<file path="config.mk">
export PLATFORM = sky130hd
export DESIGN_NAME = thr_therm7
export DESIGN_NICKNAME = d
export VERILOG_FILES = /design/src/rtl/thr_pkg.sv /design/src/rtl/thr_maj5_cell.sv /design/src/rtl/thr_maj3_cell.sv /design/src/rtl/thr_xchg.sv /design/src/rtl/thr_therm7.sv
export SDC_FILE = /design/constraint.sdc
export NUM_CORES = 1
export LEC_CHECK = 0
export BUFFER_PORTS_ARGS = -buffer_cell sky130_fd_sc_hd__buf_2
export CAP_MARGIN = 10
export CORE_MARGIN = 2
export CORE_UTILIZATION = 30
export CTS_CLUSTER_DIAMETER = 100
export DETAILED_ROUTE_END_ITERATION = 8
export GPL_ROUTABILITY_DRIVEN = 0
export GPL_TIMING_DRIVEN = 0
export PLACE_DENSITY_LB_ADDON = 0.08
export SLEW_MARGIN = 5
export SYNTH_ARGS = -nofsm -noshare
export SYNTH_HDL_FRONTEND = slang
export SYNTH_SLANG_ARGS = --single-unit
export TNS_END_PERCENT = 5
</file>
<file path="constraint.sdc">
create_clock -name clk -period 3.3 [get_ports clk]
set_clock_uncertainty 0.1 [all_clocks]
set_input_delay 0.165 -clock clk [delete_from_list [all_inputs] [get_ports clk]]
set_output_delay 0.165 -clock clk [all_outputs]
set_load 0.01 [all_outputs]
</file>
<file path="src/rtl/thr_pkg.sv">
// Package: shared sizes and vector type for the threshold thermometer.
// Assumes the array width stays at seven voters.
package thr_pkg;
    parameter int NUM_IN = 7;
    typedef logic [NUM_IN-1:0] thr_vec_t;
endpackage

</file>
<file path="src/rtl/thr_maj5_cell.sv">
// Five-input majority cell with a polarity control.
// The vote is 1 when three or more of a..e are 1. The output is the vote
// when pol is 1 and its inverse when pol is 0. Purely combinational.
module thr_maj5_cell (
    input  logic a,
    input  logic b,
    input  logic c,
    input  logic d,
    input  logic e,
    input  logic pol,
    output logic y
);
    logic [2:0] ones;
    logic       vote;

    // Count the ones and compare against the majority threshold.
    always_comb begin
        ones = {2'b00, a} + {2'b00, b} + {2'b00, c} + {2'b00, d} + {2'b00, e};
        vote = (ones >= 3'd3);
        y    = ~(vote ^ pol);
    end
endmodule

</file>
<file path="src/rtl/thr_maj3_cell.sv">
// Three-input majority cell built from one five-input cell.
// One spare input is tied low and the other high, so they cancel in the vote.
// Polarity is fixed to pass the vote through.
module thr_maj3_cell (
    input  logic a,
    input  logic b,
    input  logic c,
    output logic y
);
    thr_maj5_cell core_i (
        .a  (a),
        .b  (b),
        .c  (c),
        .d  (1'b0),
        .e  (1'b1),
        .pol(1'b1),
        .y  (y)
    );
endmodule

</file>
<file path="src/rtl/thr_xchg.sv">
// Bit exchange pair: hi = a OR b, lo = a AND b.
// Both outputs come from three-input majority cells with the third input tied.
// The pair moves a one toward the hi side and keeps the number of ones.
module thr_xchg (
    input  logic a,
    input  logic b,
    output logic hi,
    output logic lo
);
    thr_maj3_cell or_i  (.a(a), .b(b), .c(1'b1), .y(hi));
    thr_maj3_cell and_i (.a(a), .b(b), .c(1'b0), .y(lo));
endmodule

</file>
<file path="src/rtl/thr_therm7.sv">
// Threshold thermometer top.
// Seven inputs are sorted by NUM_IN alternating odd/even layers of exchange
// pairs; ones gather at bit 0. Bit k-1 of the sorted vector is then the
// "at least k" flag. REG_OUT selects one output register stage.
// Assumes clk is free-running whenever REG_OUT is 1.
module thr_therm7
    import thr_pkg::*;
#(
    parameter int N       = NUM_IN,
    parameter bit REG_OUT = 1'b1
) (
    input  logic         clk,
    input  logic         rst_n,
    input  logic [N-1:0] x_in,
    output logic [N-1:0] z_out
);
    localparam int LAYERS = N;

    logic [N-1:0] stg [0:LAYERS];
    logic [N-1:0] sorted;

    assign stg[0] = x_in;

    // Odd/even transposition layers: layer s pairs bits (i, i+1) with i%2 == s%2.
    for (genvar s = 0; s < LAYERS; s++) begin : g_layer
        for (genvar i = 0; i < N; i++) begin : g_bit
            if (((i % 2) == (s % 2)) && (i + 1 < N)) begin : g_pair
                thr_xchg xchg_i (
                    .a (stg[s][i]),
                    .b (stg[s][i+1]),
                    .hi(stg[s+1][i]),
                    .lo(stg[s+1][i+1])
                );
            end else if (!((i >= 1) && (((i - 1) % 2) == (s % 2)))) begin : g_pass
                assign stg[s+1][i] = stg[s][i];
            end
        end
    end

    assign sorted = stg[LAYERS];

    if (REG_OUT) begin : g_reg
        logic [N-1:0] z_q;
        logic         hist_ok;

        // Output register with synchronous active-low clear.
        always_ff @(posedge clk) begin
            if (!rst_n) z_q <= '0;
            else        z_q <= sorted;
        end

        // Marks that one clean clock has passed since reset, for $past checks.
        always_ff @(posedge clk) begin
            if (!rst_n) hist_ok <= 1'b0;
            else        hist_ok <= 1'b1;
        end

        assign z_out = z_q;

        p_pop_match_r6: assert property (@(posedge clk) disable iff (!rst_n)
            hist_ok |-> ($countones(z_out) == $countones($past(x_in))));
        p_full_r3: assert property (@(posedge clk) disable iff (!rst_n)
            (x_in == {N{1'b1}}) |=> (z_out == {N{1'b1}}));
        p_clear_r5: assert property (@(posedge clk)
            !rst_n |=> (z_out == '0));
        p_hold_r4: assert property (@(posedge clk) disable iff (!rst_n)
            hist_ok && $stable(x_in) |=> $stable(z_out));
    end else begin : g_comb
        assign z_out = sorted;
    end

    p_thermo_r2: assert property (@(posedge clk) disable iff (!rst_n)
        ((z_out & (z_out + 1'b1)) == '0));
endmodule

</file>
# After elaboration in Yosys (flattened, before gate mapping)
# Index checks and enable logic that the tools add are counted.
# word_totals
register_bits,7
inputBits,9
out_inout_bits,7
elab_cells,106
# classes
addsub,63
magnitude_cmp,42
# op_table
operator,n
$add A3 B1 Y3 const B,42
$ge A3 B2 Y1 const B,42
$add A1 B1 Y2,21

# Depth between registers and ports, before layout
# depth
word_depth,27
depth_mapped,5
depth_no_buf,4

# Modules after synthesis
# From an unflattened synthesis, not the netlist that was laid out.
# hier_totals
hier_cells,686
hier_area_um2,4860.9
# by_module_without_submodules
module,n_inst,cells_each,area_each_um2,seq_area_each_um2
thr_maj5_cell,42,13,100.1,0.0
thr_maj3_cell,42,2,7.5,0.0
thr_therm7,1,14,183.9,140.1
thr_xchg,21,2,7.5,0.0

# Worst setup path after synthesis
# Ideal clock, no wire load.
# synth_timing
path_kind,in2reg
from,input port x_in[3]
to,register g_reg.z_q[1] (netlist: z_out[1])
setup_ns,0.144
arrival_ns,1.087
t_required_ns,3.056
path_slack_ns,1.968
stages,5
path_buffers,1
cell_sequence,buf_6 -> maj3_2 -> o21a_1 -> o32ai_2 -> a221oi_1
# synth_between
elab_chain_cells,25
word_cells_on_any_way,54
classes_between,35 x add/sub; 19 x order compare
# synth_rtl
element,line,source
"start, declared",thr_therm7.sv:14,"input logic [N-1:0] x_in,"
$add A1 B1 Y2 *,thr_maj5_cell.sv:18,"ones = {2'b00, a} + {2'b00, b} + {2'b00, c} + {2'b00, d} + {2'b00, e};"
$add A3 B1 Y3 *,thr_maj5_cell.sv:18,
$add A3 B1 Y3 or $ge A3 B2 Y1 (tied branches),"thr_maj5_cell.sv:18, thr_maj5_cell.sv:19",
$ge A3 B2 Y1 or $add A1 B1 Y2 (tied branches),"thr_maj5_cell.sv:19, thr_maj5_cell.sv:18",
$add A1 B1 Y2 or $add A3 B1 Y3 (tied branches),thr_maj5_cell.sv:18,
$add A3 B1 Y3 or $ge A3 B2 Y1 (tied branches),"thr_maj5_cell.sv:18, thr_maj5_cell.sv:19",
"$add A3 B1 Y3, or another cell as far along",thr_maj5_cell.sv:18,
"$ge A3 B2 Y1, or another cell as far along",thr_maj5_cell.sv:19,vote = (ones >= 3'd3);
(+8 left out),n/a,
$add A3 B1 Y3,thr_maj5_cell.sv:18,
$ge A3 B2 Y1,thr_maj5_cell.sv:19,
$add A1 B1 Y2,thr_maj5_cell.sv:18,
$add A3 B1 Y3 (2 in series),thr_maj5_cell.sv:18,
$ge A3 B2 Y1,thr_maj5_cell.sv:19,
$add A1 B1 Y2 *,thr_maj5_cell.sv:18,
$add A3 B1 Y3 *,thr_maj5_cell.sv:18,
$ge A3 B2 Y1 *,thr_maj5_cell.sv:19,
"end signal, assigned",thr_therm7.sv:49,else z_q <= sorted;
"end, declared",thr_therm7.sv:43,logic [N-1:0] z_q;
# Mark *: on every way between the ends. The rest lies on a longest branch, timed or not.
# A chain may end at the register's enable or synchronous reset.

# Worst setup path in the final report
# layout_timing
from,input port x_in[1]
to,register g_reg.z_q[1] (netlist: z_out[1])
# layout_between
elab_chain_cells,24
word_cells_on_any_way,45
classes_between,29 x add/sub; 16 x order compare
# layout_rtl
element,line
$add A1 B1 Y2 *,thr_maj5_cell.sv:18
$add A3 B1 Y3 *,thr_maj5_cell.sv:18
$ge A3 B2 Y1,thr_maj5_cell.sv:19
$add A1 B1 Y2,thr_maj5_cell.sv:18
$add A3 B1 Y3,thr_maj5_cell.sv:18
$add A3 B1 Y3 or $ge A3 B2 Y1 (tied branches),"thr_maj5_cell.sv:18, thr_maj5_cell.sv:19"
$ge A3 B2 Y1 or $add A1 B1 Y2 (tied branches),"thr_maj5_cell.sv:19, thr_maj5_cell.sv:18"
$add A1 B1 Y2 or $add A3 B1 Y3 (tied branches),thr_maj5_cell.sv:18
(+7 left out),n/a
$add A3 B1 Y3,thr_maj5_cell.sv:18
$ge A3 B2 Y1,thr_maj5_cell.sv:19
$add A1 B1 Y2,thr_maj5_cell.sv:18
$add A3 B1 Y3 (2 in series),thr_maj5_cell.sv:18
$ge A3 B2 Y1,thr_maj5_cell.sv:19
$add A1 B1 Y2 *,thr_maj5_cell.sv:18
$add A3 B1 Y3 *,thr_maj5_cell.sv:18
$ge A3 B2 Y1 *,thr_maj5_cell.sv:19
# Marks and branches as above.

==> results.toml <==
[outcome]
status = "finished clean"

[timing]
tightestPinTransition_ns = 0.357
rsz0062_at_grt = "no"
final_max_slew_viol_count = 0
finalCritPeriodShare_pct = 36.2
finalCriticalPeriod_ns = 1.20
fmax_ghz = 0.837
setup_violations = 0
whs_ns = 0.0565
tns_ns = 0
finalHoldViolations = 0
max_slew_margin_pct = 76.0

[placement]
dp.final_hpwl_um = 645
portBuffers = 11

[cts]
cts_resized = 0
cts_tree = "done"
numCtsBuffers = 3
cts.sinks = 7
cts_hold_buf = 0
clk_pin_slew_ns = 0.05
ctsHtreeMaxLevel = 1
cts_max_path_buffers = 2
root_buffer = "clkbuf_4"
cts_setup_buffers = 0

[hold_path]
hold_path_class = "input port to flip-flop"

[routing]
drc = 0
dr.pass1.iters = 4
wirelength_um = 811
via_per_inst = 5.14
ant_nets = 0
via_count = 396
drtIter0Drc = 8
post_drt_wl_per_cell_um = 10.5

[global_routing]
grtUsageTotal_pct = 13.3
grt_pass1_wl_mm = 1.43
grt_max_degree = 10
antenna_found_initial = 0
first_global_vias = 357
grt_overflow = 0

[run]
maxCapViolCount = 0

[setup_path]
critPathArrivalTime_ns = 1.21
start_kind = "input port"
cp_max_fo = 4
crit_type = "input port to flip-flop"
cp-end-kind = "flip-flop"
cp.required_ns = 3.31

[cells_and_area]
area_growth_pct = 24.4
utilization_pct = 39.7
final_cell_mix = "buf_2 (11), nand2_1 (7), dfxtp_1 (7)"
largest_reg_flops = 7
n_antenna_cell = 0
final_common_cell = "buf_2"
nNetsFinal = 72
drive_gt1_share_pct = 38.7

[yosys]
ys_seq_area_share_pct = 34.1
synth.net_count = 56
synth_area_leaders = "dfxtp_1 (34%), nand2_1 (6.4%), buf_6 (5.5%)"
netlist.area_leader.share_pct = 34.1
yosys_warnings = 0
synth_top_area_cell = "dfxtp_1"
syn_area_um2 = 410
synth_cell_type_count = 25
synth_cells = 47
ys_ff_latch = 7
syn_avg_cell_area_um2 = 8.73

[die]
die_area_um2 = 1680
core_area_um2 = 1280
die_h_um = 41.0
die_width_um = 41.0
start_util_pct = 31.9
row_count = 13
io_pins = 16

[power_and_ir_drop]
p_per_area_nw_per_um2 = 415
ir_drop_mv = 0.135
p_leak_nw = 0.213
cell type report:
class | count | area (µm²)
well taps | 15 | 18.8
plain buffers | 4 | 37.5
inverters | 2 | 7.51
clock buffers | 4 | 26.3
fillers | 148 | 774
repair buffers | 11 | 55.1
multi-input cells | 34 | 225
flip-flops and latches | 7 | 140
metal layers:
layer  track usage, %  wire length, µm  vias up
li1                 -                -      208
met2             21.1              346       15
met1             15.2              387      171
met3             1.63               66        2
met5                0                0        -
met4             12.5               10        0
worst max-delay path, cell delays in order:
cell      delay, ns
buf_2          0.12
or3_1          0.40
o21a_1         0.13
o32ai_2        0.27
a221oi_1       0.12
synthesized netlist by cell type:
library cell  number
o32ai_2            1
nor2_1             3
o31ai_1            1
o221ai_1           1
a221oi_1           1
nor3_1             1
o22ai_2            1
a311oi_2           1
a31oi_1            3
or3_1              1
nor2_2             1
nor4_1             1
nor4_2             1
nand4_1            1
o2111ai_1          1
a21oi_1            3
o21ai_1            1
maj3_2             1
o21a_1             1
nand2_1            7
dfxtp_1            7
buf_6              2
inv_1              2
buf_4              2
nand3_1            2
metrics by stage:
| step | cell area [µm²] | cells | power (mW) | setup WS (ns) |
|---|---|---|---|---|
| after floorplan | 410 | 47 | 0.126 | 1.97 |
| after global placement | 484 | 73 | 0.139 | 1.82 |
| after detailed placement | 484 | 73 | 0.139 | 1.83 |
| after CTS | 510 | 77 | 0.215 | 2.10 |
| after global routing | 510 | 77 | 0.230 | 2.06 |
| final | 510 | 77 | 0.212 | 2.10 |
path summary, 6_finish.rpt:
path                     from             endpoint  slack, ns  depth (start not counted)
worst max-delay path  x_in[1]  z_out[1]$_SDFF_PN0_       2.10                          5
worst min-delay path    rst_n  z_out[2]$_SDFF_PN0_       0.06                          3
power breakdown:
| part | internal, mW | leakage, nW | switching [mW] |
|---|---|---|---|
| sequential | 0.0898 | 0.0579 | 0.000986 |
| combinational | 0.0199 | 0.140 | 0.0263 |
| clock | 0.0460 | 0.0150 | 0.0290 |
| total | 0.156 | 0.213 | 0.0563 |
logic make-up after synthesis:
kind of cell	count (synthesis)	share of synthesized area [%]
AO/OA/AOI/OAI	15	30.2
adder cells (fa/ha/maj)	1	2.74
flip-flops	7	34.1
buffers and inverters	6	11.0
AND/OR/NAND/NOR	18	22.0
(Power assumes the default switching activity.)
